## config.mk

```make
export PLATFORM = sky130hd
export DESIGN_NAME = dqs_tap_calib
export DESIGN_NICKNAME = d
export VERILOG_FILES = /design/src/rtl/dqs_cal_pkg.sv /design/src/rtl/settle_timer.sv /design/src/rtl/tap_window_tracker.sv /design/src/rtl/dqs_tap_calib.sv
export SDC_FILE = /design/constraint.sdc
export NUM_CORES = 1
export LEC_CHECK = 0
export ABC_AREA = 1
export BUFFER_PORTS_ARGS = -buffer_cell sky130_fd_sc_hd__buf_2
export CAP_MARGIN = 20
export CORE_ASPECT_RATIO = 0.8
export CORE_MARGIN = 2
export CORE_UTILIZATION = 60
export DETAILED_ROUTE_END_ITERATION = 10
export PLACE_DENSITY = 0.84
export SLEW_MARGIN = 20
export SYNTH_ARGS = -nofsm -noshare
export SYNTH_HDL_FRONTEND = slang
export SYNTH_SLANG_ARGS = --single-unit
```

## constraint.sdc

```tcl
create_clock -name clk -period 3.2 [get_ports clk]
set_input_delay 0.48 -clock clk [delete_from_list [all_inputs] [get_ports clk]]
set_output_delay 0.48 -clock clk [all_outputs]
set_load 0.01 [all_outputs]
```

## src/rtl/dqs_cal_pkg.sv

```systemverilog
// Shared types and helpers for the strobe delay tap calibrator.
// Assumes tap widths of at most 7 bits so the midpoint sum fits in 8 bits.
package dqs_cal_pkg;

    typedef enum logic [2:0] {
        CAL_IDLE,
        CAL_SETTLE,
        CAL_LAUNCH,
        CAL_FINISH,
        CAL_DONE
    } cal_state_t;

    // Integer midpoint of two taps, wrapped to the tap range given by width.
    function automatic logic [7:0] tap_midpoint(input logic [7:0] lo,
                                                input logic [7:0] hi,
                                                input int unsigned width);
        logic [8:0] sum;
        logic [7:0] mask;
        sum  = {1'b0, lo} + {1'b0, hi};
        mask = 8'((9'd1 << width) - 9'd1);
        return sum[8:1] & mask;
    endfunction

endpackage

```

## src/rtl/settle_timer.sv

```systemverilog
// Down-counter that counts out the settle time after a tap change.
// Assumes load and count are not needed in the same cycle; expired is
// high whenever the count has reached zero.
module settle_timer #(
    parameter int CYC = 4,
    localparam int W = $clog2(CYC + 2)
) (
    input  logic clk,
    input  logic rst_n,
    input  logic load,
    output logic expired
);
    logic [W-1:0] cnt_q;

    // Reload on a tap change, otherwise count down towards zero.
    always_ff @(posedge clk) begin
        if (!rst_n)             cnt_q <= '0;
        else if (load)          cnt_q <= W'(CYC);
        else if (cnt_q != '0)   cnt_q <= cnt_q - 1'b1;
    end

    assign expired = (cnt_q == '0);
endmodule

```

## src/rtl/tap_window_tracker.sv

```systemverilog
// Records the lowest and highest passing taps and counts the passes.
// Assumes taps are presented in ascending order, so the first pass seen
// is the lowest and each later pass becomes the new highest.
module tap_window_tracker #(
    parameter int TAP_W = 6,
    localparam int CNT_W = TAP_W + 1
) (
    input  logic             clk,
    input  logic             rst_n,
    input  logic             clear,
    input  logic             hit,
    input  logic [TAP_W-1:0] tap,
    output logic [TAP_W-1:0] lo_tap,
    output logic [TAP_W-1:0] hi_tap,
    output logic [CNT_W-1:0] hits,
    output logic             seen
);
    // Markers: a flag stands in for "no pass yet" instead of a magic value.
    always_ff @(posedge clk) begin
        if (!rst_n || clear) begin
            lo_tap <= '0;
            hi_tap <= '0;
            seen   <= 1'b0;
        end else if (hit) begin
            if (!seen) lo_tap <= tap;
            hi_tap <= tap;
            seen   <= 1'b1;
        end
    end

    // Pass counter, bumped on every pass including those after a gap.
    always_ff @(posedge clk) begin
        if (!rst_n || clear) hits <= '0;
        else if (hit)        hits <= hits + 1'b1;
    end
endmodule

```

## src/rtl/dqs_tap_calib.sv

```systemverilog
// Sweeps a shared delay tap over its full range, runs one external
// self-test per tap, and programs the centre of the passing window.
// Assumes the self-test engine holds bist_done until bist_start drops,
// and that bist_cmp_cnt is valid while bist_done is high.
module dqs_tap_calib
    import dqs_cal_pkg::*;
#(
    parameter int          TAP_W      = 6,
    parameter int          CMP_W      = 8,
    parameter int          EXP_CMP    = 8,
    parameter int          SETTLE_CYC = 4,
    parameter int          TAP_RESET  = 16,
    localparam int         PASS_W     = TAP_W + 1,
    localparam logic [TAP_W-1:0] TAP_LAST = {TAP_W{1'b1}}
) (
    input  logic              clk,
    input  logic              rst_n,
    input  logic              cal_start,
    output logic              cal_done,
    output logic [TAP_W-1:0]  tap_lane0,
    output logic [TAP_W-1:0]  tap_lane1,
    output logic              bist_start,
    input  logic              bist_done,
    input  logic [CMP_W-1:0]  bist_cmp_cnt,
    output logic [PASS_W-1:0] pass_count
);
    cal_state_t       state_q;
    logic [TAP_W-1:0] tap_q;
    logic [TAP_W-1:0] saved_q;
    logic [TAP_W-1:0] lo_tap, hi_tap;
    logic             seen;
    logic             settled;
    logic             begin_sweep, test_end, tap_hit, timer_load;
    logic [TAP_W-1:0] centre;

    assign begin_sweep = (state_q == CAL_IDLE) && cal_start;
    assign test_end    = (state_q == CAL_LAUNCH) && bist_done;
    assign tap_hit     = test_end && (bist_cmp_cnt == CMP_W'(EXP_CMP));
    assign timer_load  = begin_sweep || (test_end && tap_q != TAP_LAST);
    assign centre      = TAP_W'(tap_midpoint(8'(lo_tap), 8'(hi_tap), TAP_W));

    settle_timer #(.CYC(SETTLE_CYC)) u_settle (
        .clk     (clk),
        .rst_n   (rst_n),
        .load    (timer_load),
        .expired (settled)
    );

    tap_window_tracker #(.TAP_W(TAP_W)) u_track (
        .clk    (clk),
        .rst_n  (rst_n),
        .clear  (begin_sweep),
        .hit    (tap_hit),
        .tap    (tap_q),
        .lo_tap (lo_tap),
        .hi_tap (hi_tap),
        .hits   (pass_count),
        .seen   (seen)
    );

    // Sweep sequencer: owns the tap register and the saved pre-sweep tap.
    always_ff @(posedge clk) begin
        if (!rst_n) begin
            state_q <= CAL_IDLE;
            tap_q   <= TAP_W'(TAP_RESET);
            saved_q <= TAP_W'(TAP_RESET);
        end else begin
            unique case (state_q)
                CAL_IDLE: if (cal_start) begin
                    saved_q <= tap_q;
                    tap_q   <= '0;
                    state_q <= CAL_SETTLE;
                end
                CAL_SETTLE: if (settled) state_q <= CAL_LAUNCH;
                CAL_LAUNCH: if (bist_done) begin
                    if (tap_q == TAP_LAST) begin
                        state_q <= CAL_FINISH;
                    end else begin
                        tap_q   <= tap_q + 1'b1;
                        state_q <= CAL_SETTLE;
                    end
                end
                CAL_FINISH: begin
                    tap_q   <= seen ? centre : saved_q;
                    state_q <= CAL_DONE;
                end
                CAL_DONE: state_q <= CAL_IDLE;
                default:  state_q <= CAL_IDLE;
            endcase
        end
    end

    assign bist_start = (state_q == CAL_LAUNCH);
    assign cal_done   = (state_q == CAL_DONE);
    assign tap_lane0  = tap_q;
    assign tap_lane1  = tap_q;
endmodule

```

======== Word-level counts from Yosys, hierarchy flattened ========
Cells that the tools add are included.
storage, ports and cells
  register bits after elaboration ......... 38
  bits in latches ......................... 0
  RAM bits ................................ 0
  memory bits (read-only) ................. 0
  input bits .............................. 12
  output and inout port bits .............. 21
  word-level logic and storage cells ...... 55
  memories ................................ 0
operators by class
  $add $sub $neg .......................... 4
  $mul .................................... 0
  div/mod/pow operators ................... 0
  magnitude comparators ................... 0
  equal/unequal tests ..................... 11
  shift-type cells ........................ 0
  mux-type cells .......................... 12
  bitwise gates (word level) .............. 2
  reductions and logical operators ........ 17
operators with widths
  cell                   count
  $mux W6                4
  $pmux W6 S3            1
  $mux W3                5
  $pmux W3 S4            1
  $eq A8 B4 Y1 const B   1
  $add A6 B6 Y7          1
  $add A7 B1 Y7 const B  1
  $add A6 B1 Y6 const B  1
  $eq A3 B2 Y1 const B   2
  $eq A6 B6 Y1 const B   1
  $logic_not A3 Y1       2
  $ne A2 B2 Y1 const B   3
  $ne A6 B6 Y1 const B   1
  $reduce_bool A3 Y1     2
  $logic_and A1 B1 Y1    4
  $reduce_and A2 Y1      2
  $reduce_and A4 Y1      1
  $eq A3 B1 Y1 const B   1
  $eq A3 B3 Y1 const B   1
  $reduce_and A3 Y1      1
  $sub A3 B1 Y3 const B  1
  $logic_or A1 B1 Y1     2
  $mux W2                1
  $ne A2 B1 Y1 const B   1
  4 further kinds        5

======== Logic depth before layout (Yosys ltp) ========
Gate-level depths: netlist of run 1.
  word-level depth ........................ 5
  gate-level depth with buffers ........... 11
  gate-level depth less buffers ........... 11

======== By module ========
Synthesis of run 1 repeated with hierarchy kept, for this count alone.
unflattened totals
  cell total of the unflattened synthesis .. 299
  area total of the unflattened synthesis .. 2089.5 µm²
modules (own cells, without submodules)
  module              instances  cells an instance  area each (µm²)  sequential area each (µm²)
  dqs_tap_calib       1          172                1143.6           300.3
  tap_window_tracker  1          100                767.0            400.4
  settle_timer        1          27                 178.9            60.1

======== Worst setup path after synthesis of run 1 ========
No wires, ideal clock.
  kind .................................... register to register
  from .................................... register tap_q[0], in the netlist tap_lane0[0]
  to ...................................... register tap_q[5], in the netlist tap_lane0[5]
  arrival ................................. 1.351 ns
  path slack .............................. 1.732 ns
  stages on the path, launching flop included .. 9
  path buffers ............................ 0
  cell sequence ........................... dfxtp_1 > ha_1 > nand2_1 > inv_1 > nand4_2 > nor2_2 > nor2_4 > o21ai_0 > nor2_1
between the ends
  cells in the longest elaborated chain, start to end .. 4
  elaborated cells on any way between the ends .. 7
  classes of those cells .................. add/sub (1); eq/ne (2); mux (3); reduce/logical (1)
ends and longest elaborated chain
  what                      line                 source
  start: declaration        dqs_tap_calib.sv:28  logic [TAP_W-1:0] tap_q;
  start signal: assignment  dqs_tap_calib.sv:65  tap_q <= TAP_W'(TAP_RESET);
  start signal: assignment  dqs_tap_calib.sv:79  tap_q <= tap_q + 1'b1;
  start signal: assignment  dqs_tap_calib.sv:84  tap_q <= seen ? centre : saved_q;
  $add A6 B1 Y6             dqs_tap_calib.sv:79
  $mux W6                   dqs_tap_calib.sv:76  if (tap_q == TAP_LAST) begin
  $mux W6                   dqs_tap_calib.sv:75  CAL_LAUNCH: if (bist_done) begin
  $pmux W6 S3               dqs_tap_calib.sv:68  unique case (state_q)
Parallel ways exist; a longest one is shown, timed or not. The select of a mux whose other input is x is not followed.
A chain may end at the register's enable or synchronous reset.

======== Final worst setup path of run 1 ========
  from .................................... register state_q[1]
  to ...................................... register u_track.lo_tap[1]
between the ends
  cells in the longest elaborated chain, start to end .. 4
  elaborated cells on any way between the ends .. 7
  classes of those cells .................. eq/ne (1); reduce/logical (6)
ends and longest elaborated chain
  what                         line                      source
  start: declaration           dqs_tap_calib.sv:27       cal_state_t state_q;
  start signal: assignment     dqs_tap_calib.sv:64       state_q <= CAL_IDLE;
  start signal: assignment     dqs_tap_calib.sv:72       state_q <= CAL_SETTLE;
  start signal: assignment     dqs_tap_calib.sv:74       CAL_SETTLE: if (settled) state_q <= CAL_LAUNCH;
  $eq A3 B2 Y1                 dqs_tap_calib.sv:37       assign test_end = (state_q == CAL_LAUNCH) && bist_done;
  $logic_and A1 B1 Y1          dqs_tap_calib.sv:37
  $logic_and A1 B1 Y1          dqs_tap_calib.sv:38       assign tap_hit = test_end && (bist_cmp_cnt == CMP_W'(EXP_CMP));
  $reduce_and A2 Y1 (no line)  n/a
  end signal: assignment       tap_window_tracker.sv:25  if (!seen) lo_tap <= tap;
  end: declaration             tap_window_tracker.sv:13  output logic [TAP_W-1:0] lo_tap,
Parallel ways exist; a longest one is shown, timed or not.

==> results.md, run 1 <==
- In this run the mean area of a mapped cell was 7.23 sq um.
- The critical path starts at state_q[1].
- For the final routed database, the setup TNS stands at 0 ns.
- In the finished design, the share of the clock period the worst path needs comes to 0.614.
- The slowest stage of the critical path is the sky130_fd_sc_hd__dfxtp_1 cell.
- The count of buffers added on input and output ports is 32.
- Grouping stages by cell kind, the critical path spends the most delay in simple AND/OR/NAND/NOR gates.
- The normalized max-slew margin is 0.700.
- The post-route clock skew is 0.00883 ns.
- The clock tree synthesis step divided the H-tree into 2 levels.
- The number of antenna repair diodes is 0.
- Of the synthesized area, sequential elements account for 0.363.
- In the routed layout, each cell is associated on average with a via count of 5.45.
- The capturing element type of the critical path is a flop.
- The initialized floorplan defines 19 standard-cell rows.
- In the final layout, the share of cells above drive strength 1 is 0.170.
- The number of buffer and inverter instances along the worst setup path is 2.
- In this run the power density over the cells is 579 mW/mm^2.
- The clock latency reported for the late side of the worst-skew pair is 0.30 ns.
- Counting every instance in the synthesized netlist gives 290.
- The final layout contains routed wiring with a total length of 4.81 mm.
- Setup repair after global routing left no endpoint under its margin.
- The count of boundary I/O pins is 33.
- The required arrival time at the worst endpoint is 3.43 ns.
- The half-perimeter wire length of the detailed placement result is 3.49 mm.
- Setup violations remaining at the end of the flow were counted as 0.
- In this run the cell area measured after placement is 0.00222 sq mm.
- The post-cts gate resize count is 0.
- The floorplan step defined a core boundary enclosing 0.00340 sq mm.
- The library cell used as clock root buffer is sky130_fd_sc_hd__clkbuf_8.
- In this run the remaining antenna-violating nets after routing total 0.
- The post-synthesis to final-layout area growth is 12.7%.
- After detailed routing, the average wire length per cell comes to 13.4 microns.
- In the post-synthesis netlist, the biggest area contributors are sky130_fd_sc_hd__dfxtp_1 (36%), sky130_fd_sc_hd__nand2_1 (8.1%), sky130_fd_sc_hd__inv_1 (7.0%).
- The slew at the pin closest to its max-slew limit is 0.449 ns.
- On the worst path, the slowest cell contributes a delay of 0.45 ns.
- The largest total area in the synthesized netlist belongs to sky130_fd_sc_hd__dfxtp_1.
- The total number of vias is 1958.
- The tree built by TritonCTS fans out to 38 sinks.
- The worst-path maximum fanout is 14.
- The first detailed-routing pass ran for 5 iterations.
- The TritonCTS clock tree is done.
- Of the post-synthesis cell area, the dominant cell type holds 0.363.
- The max-slew violation count is 0.
- The number of nets in the synthesized netlist is 313.
- The run finished with clean final reports.
- The classification of the worst-slack hold path is flop to flop.
- The post-CTS setup buffer count is 0.
- The via count of the first global-routing pass is 1721.
- The maximum count of clock buffers along a single path is 2.
- The number of hold buffers added after cts is 0.
- The maximum VDD drop is 0.000363 V.
- The startpoint of the worst-slack reg-to-reg timing path is state_q[1].
- The number of buffers created by CTS is 5.
- The final layout contains 339 nets.
- The floorplan step defined a die boundary enclosing 0.00399 sq mm.
- For this run, the number of Yosys warnings is 0.
- Clock-pin slew was measured on the worst setup and hold paths at 0.08 ns.
- The DRC violations left is 0.
- The maximum number of pins on one net before global-route repair is 16.
- The vertical die dimension is 56.9 microns.
- The synthesized netlist occupies a cell area of 0.00210 sq mm.
- The finished cells cover 0.00236 sq mm.
- The number of max-cap violations is 0.
- In this design, the critical path's most frequently occurring cell is sky130_fd_sc_hd__inv_1.
- The number of distinct standard cells referenced by the synthesized netlist is 33.
- The first global-routing pass estimated 7.75 mm of wire.
- In this run the static leakage power is 1.07 nW.
- Summed over all layers, the global routing overflow is 0.
- For this configuration, the core starts out at a cell density of 0.617.
- Routability-driven placement finished with a final weighted congestion of 0.849.
- The hold violation count in the final report came to 0.
- Walking the worst path, the cells encountered are inv_1 -> nand3_1 -> nand2_1 -> inv_1 -> o21ai_0 -> a21oi_1.
- STA classifies the critical path startpoint as a flop.
- The launch point of the worst hold path is saved_q[3].
- The register bit count reported by yosys is 38.
- The final hold slack is 0.452 ns.
- For the worst setup path, the data arrival time is 2.19 ns.
- The initial antenna violation count was 0.
- The shortest clock period the worst path allows after layout is 1.97 ns.
- For this run, the total global-route usage over all layers was measured as 0.251.
- The setup path with the least slack is of type flop to flop.
- In this run, the number of DRC markers left after iteration 0 of detailed routing was 128.
- Based on the critical path, the design can be clocked at up to 509 MHz.
- The die is 70.1 microns wide.
==> routing by layer <==
layer,routed length [microns],vias to the layer above,track usage
met3,422,8,0.0557
met1,2250,868,0.359
met5,0,-,0
met4,78,0,0.115
li1,-,994,-
met2,2060,88,0.359
==> worst reg2reg max path: stages (launching register included) <==
cell	delay [ns]
sky130_fd_sc_hd__dfxtp_1	0.45
sky130_fd_sc_hd__inv_1	0.09
sky130_fd_sc_hd__nand3_1	0.35
sky130_fd_sc_hd__nand2_1	0.39
sky130_fd_sc_hd__inv_1	0.31
sky130_fd_sc_hd__o21ai_0	0.16
sky130_fd_sc_hd__a21oi_1	0.14
==> area by class of cell <==
class	count	area (sq um)
clock buffer	6	82.6
fill	279	1040
sequential	38	761
inverter	42	163
timing repair buffer	32	160
multi-input combinational	197	1080
tap	42	52.6
clock inverter	2	60.1
==> stage by stage <==
stage | power [mW] | worst slack [ns] | util | std cells
CTS | 1.36 | 1.28 | 0.695 | 359
global placement | 0.849 | 1.34 | 0.653 | 351
finish | 1.37 | 1.23 | 0.695 | 359
detailed placement | 0.859 | 1.29 | 0.653 | 351
global route | 1.43 | 1.05 | 0.695 | 359
floorplan | 0.785 | 1.73 | - | 290
==> cells by family (layout without fill, tap and decap cells) <==
logic type	count (synthesis)	in the layout	share of synthesized area
buffers and inverters	55	82	0.120
adder cells (fa/ha/maj)	11	11	0.0692
flip-flops	38	38	0.363
XOR/XNOR	4	4	0.0167
AND/OR/NAND/NOR	118	118	0.269
AO/OA/AOI/OAI	64	64	0.162
==> cell usage after synthesis, drive strengths merged <==
cell type and count:
a211oi 2, a21oi 29, a22oi 1, a31oi 1, buf 12, clkbuf 1, dfxtp 38, fa 1
ha 10, inv 42, nand2 49, nand3 19, nand3b 3, nand4 4, nor2 37, nor3 5
nor3b 1, o2111ai 1, o211ai 3, o21ai 27, xnor2 2, xor2 2
==> sequential cells by signal, indices dropped and copies added (netlist names) <==
signal	flops
saved_q	6
state_q	3
tap_lane0	6
u_settle.cnt_q	3
u_track.hi_tap	6
u_track.hits	7
u_track.lo_tap	6
u_track.seen	1
==> where the power goes <==
group          switching (mW)  internal, mW  total [mW]
registers              0.0586         0.516       0.574
clock network           0.178         0.333       0.511
logic                   0.179         0.104       0.283
total                   0.416         0.952        1.37
==> layout by cell type, fill, tap and decap left out, types with 3 or more instances in the layout <==
cell type / count
sky130_fd_sc_hd__inv_1: 39
sky130_fd_sc_hd__nand3b_1: 3
sky130_fd_sc_hd__o21ai_0: 27
sky130_fd_sc_hd__nand2_4: 3
sky130_fd_sc_hd__nor3_1: 4
sky130_fd_sc_hd__o211ai_1: 3
sky130_fd_sc_hd__clkbuf_8: 6
sky130_fd_sc_hd__nor2_1: 33
sky130_fd_sc_hd__a21oi_1: 29
sky130_fd_sc_hd__dfxtp_1: 38
sky130_fd_sc_hd__nand3_1: 18
sky130_fd_sc_hd__nor2_4: 3
sky130_fd_sc_hd__buf_2: 32
sky130_fd_sc_hd__nand2_1: 45
sky130_fd_sc_hd__nand4_1: 3
sky130_fd_sc_hd__ha_1: 10
==> path summary, 6_finish.rpt <==
kind	end	slack, ns	depth (start not counted)
hold reg to reg	saved_q[3]	0.45	2
setup / recovery	u_track.lo_tap[1]	1.23	6
hold / removal	saved_q[3]	0.45	2
setup reg to reg	u_track.lo_tap[1]	1.23	6
Note: power is estimated with default switching activity, not from simulation.
==> run 2, diff against run 1 <==
Settings changed: CORE_UTILIZATION 60 to 56, PLACE_DENSITY 0.84 to 0.79.
Clock period 3.2 ns to 2 ns, I/O delays scaled along.
==> results.md, run 2 (synthesis gave the netlist of run 1 again) <==
- The flow ran to the end, and the final reports show no timing, DRC or antenna violations.
- The most critical setup path has its startpoint at u_track.lo_tap[1].
- The total area inside the core boundary comes to 0.00352 sq mm.
- The endpoint identified for the worst register-to-register timing path is tap_lane0[5].
- The hold violation count in the final report was 0.
- For this design, the sink count on the clock tree is 38.
- Setup violations remaining at the end of the flow were counted as 0.
- The total overflow left after global routing is 0.
- Of the cells placed in the final design, the portion with a size suffix greater than 1 is 0.183.
- The most common library cell in the layout ignoring fill and taps is sky130_fd_sc_hd__nand2_1.
- The slack of the worst reg-to-reg path is 0.44 ns.
- Measured along the x axis, the die boundary spans 72.4 microns.
- 0 antenna diodes ended up in the layout.
- The register clock-pin slew on the reported worst setup and hold paths is 0.07 ns.
- From synthesis to final layout, the design area changed by 14.5%.
- The internal power of the cells totals 1.54 mW.
- The number of flip-flops in the largest register is 7.
- The normalized max-slew margin is 0.744.
- The category of the critical setup timing path is flop to flop.
- Dividing total power by cell area gives a power density of 916 mW/mm^2.
- The tool flagged a number of max-cap violations equal to 0.
- The share of total power in the clock network is 0.368.
- After detailed routing, the number of vias per cell comes to 5.46.
- The weighted congestion at the end of routability-driven global placement is 0.870.
- The count of boundary I/O pins is 33.
- The vertical die dimension is 58.7 microns.
- Of the total power, the share spent switching nets is 0.298.
- After clock tree synthesis, the setup repair step added 0 buffers.
- The total leakage power is 1.09 nW.
- The relative contribution of combinational cells to total power is 0.226.
- The global-route wire length before repair is 8.11 mm.
- Entering global routing, the biggest net connects 16 pins.
- In the final timing run, aggregate negative setup slack is 0 ns.
- The TritonCTS clock tree is done.
- In this run the power spent charging and discharging nets is 656 uW.
- For the pin with the worst max-slew slack, the measured transition is 0.383 ns.
- The clock arrives with 0.00632 ns of skew.
- The post-cts gate resize count is 0.
- The number of hold buffers added after cts is 0.
- In this run the tool buffered the top-level ports with 32 buffer cells.
- The required arrival time at the worst endpoint is 2.23 ns.
- In this run the worst path has a maximum fanout of 2.
- The capturing element type of the critical path is a flop.
- In this run the critical register-to-register path is launched from u_track.lo_tap[1].
- The maximum VDD drop is 0.000818 V.
- The classification of the worst-slack hold path is input pin to flop.
- The final cycle utilization of the critical path is 0.780.
- Setup repair after global routing left no endpoint under its margin.
- The capturing element of the worst setup path is tap_lane0[5].
- The initial antenna violation count is 0.
- The CTS H-tree depth is 2.
- The fmax is 641 MHz.
- The tree is rooted in a sky130_fd_sc_hd__clkbuf_8.
- The average wire per standard cell is 13.4 microns.
- The HPWL after detailed placement is 3.58 mm.
- Clock tree synthesis inserted a total of 5 buffers.
- The shortest clock period the worst path allows after layout is 1.56 ns.
- The largest register by flop count is u_track.hits.
- The final layout contains routed wiring with a total length of 4.87 mm.
- The detail route stage leaves a number of antenna-violating nets equal to 0.
- In the layout the commonest cells are sky130_fd_sc_hd__nand2_1 (45), sky130_fd_sc_hd__inv_1 (39), sky130_fd_sc_hd__dfxtp_1 (38).
- The post-layout net count is 344.
- The via count of the first global-routing pass is 1753.
- The DRC violations left is 0.
- The total routing resource utilization after global routing is 0.250.
- The number of iterations in the first detailed-routing pass is 5.
- The relative contribution of sequential cells to total power is 0.406.
- The row count is 19.
- The final instance area is 0.00240 sq mm.
- The worst setup path is launched from a flop.
- Measured in cells, the most critical reg-to-reg path has a length of 8.
- The max-slew violation count is 0.
- The violation count after the first detailed-route iteration is 142.
- The total placed instance area is 0.00226 sq mm.
- For the worst-skew pair, the clock arrives at the later sink with an insertion delay of 0.30 ns.
- The initial standard-cell utilization of the core is 0.596.
- At the worst endpoint, the arrival time is 1.79 ns.
- The area of the die is 0.00425 sq mm.
- Detailed routing inserted a total of 1986 vias.
- The maximum count of clock buffers along a single path is 2.
- The filler cells instantiated in the layout total 311.
-- run 2: cell count changes in the layout (fill, tap and decap cells not counted), sizes merged --
cell | before | now
buf | 32 | 37
-- run 2: layer usage --
metal / track usage / routed length (microns) / vias up
li1: - / - / 999
met1: 0.355 / 2260 / 894
met2: 0.367 / 2090 / 78
met3: 0.0736 / 398 / 15
met4: 0.0820 / 120 / 0
met5: 0 / 0 / -
-- run 2: area by class of cell --
class	count	area, sq um	share of cell area
clock inverter	2	60.1	0.0250
inverter	42	163	0.0677
tap	42	52.6	0.0219
timing repair buffer	37	198	0.0823
multi-input combinational	197	1080	0.452
clock buffer	6	82.6	0.0344
sequential	38	761	0.317
-- run 2: how the worst min path moves through the flow --
stage                from         end  slack (ns)  cells past startpoint
3_5_place_dp   saved_q[0]  saved_q[0]        0.44                      2
4_1_cts             rst_n  saved_q[4]        0.34                      2
6_report            rst_n  saved_q[4]        0.34                      2
3_3_place_gp   saved_q[0]  saved_q[0]        0.43                      2
5_1_grt             rst_n  saved_q[4]        0.34                      2
2_1_floorplan  saved_q[5]  saved_q[5]        0.42                      2
-- run 2: stage by stage --
| stage | worst slack, ns | cells | utilization | power, mW | hold slack [ns] |
|---|---|---|---|---|---|
| detailed placement | 0.408 | 356 | 0.642 | 1.40 | 0.444 |
| CTS | 0.444 | 364 | 0.682 | 2.20 | 0.338 |
| global route | 0.334 | 364 | 0.682 | 2.32 | 0.340 |
| floorplan | 0.532 | 290 | - | 1.26 | 0.420 |
| finish | 0.440 | 364 | 0.682 | 2.20 | 0.342 |
| global placement | 0.437 | 356 | 0.642 | 1.38 | 0.434 |
-- run 2: power groups by stage --
stage	registers [mW]	logic, mW	clock network (mW)
after floorplan	0.917	0.338	0
after global placement	0.908	0.475	0
after detailed placement	0.910	0.490	0
after CTS	0.892	0.497	0.816
after global routing	0.903	0.557	0.859
final	0.894	0.497	0.809
-- run 2: worst max-delay path: stages (launching register included) --
cell                       delay [ns]
sky130_fd_sc_hd__dfxtp_1         0.33
sky130_fd_sc_hd__inv_1           0.07
sky130_fd_sc_hd__fa_1            0.45
sky130_fd_sc_hd__nand3b_1        0.19
sky130_fd_sc_hd__nand2_1         0.10
sky130_fd_sc_hd__nand3_1         0.07
sky130_fd_sc_hd__a31oi_1         0.13
sky130_fd_sc_hd__nor2_1          0.05
sky130_fd_sc_hd__nor2_1          0.09
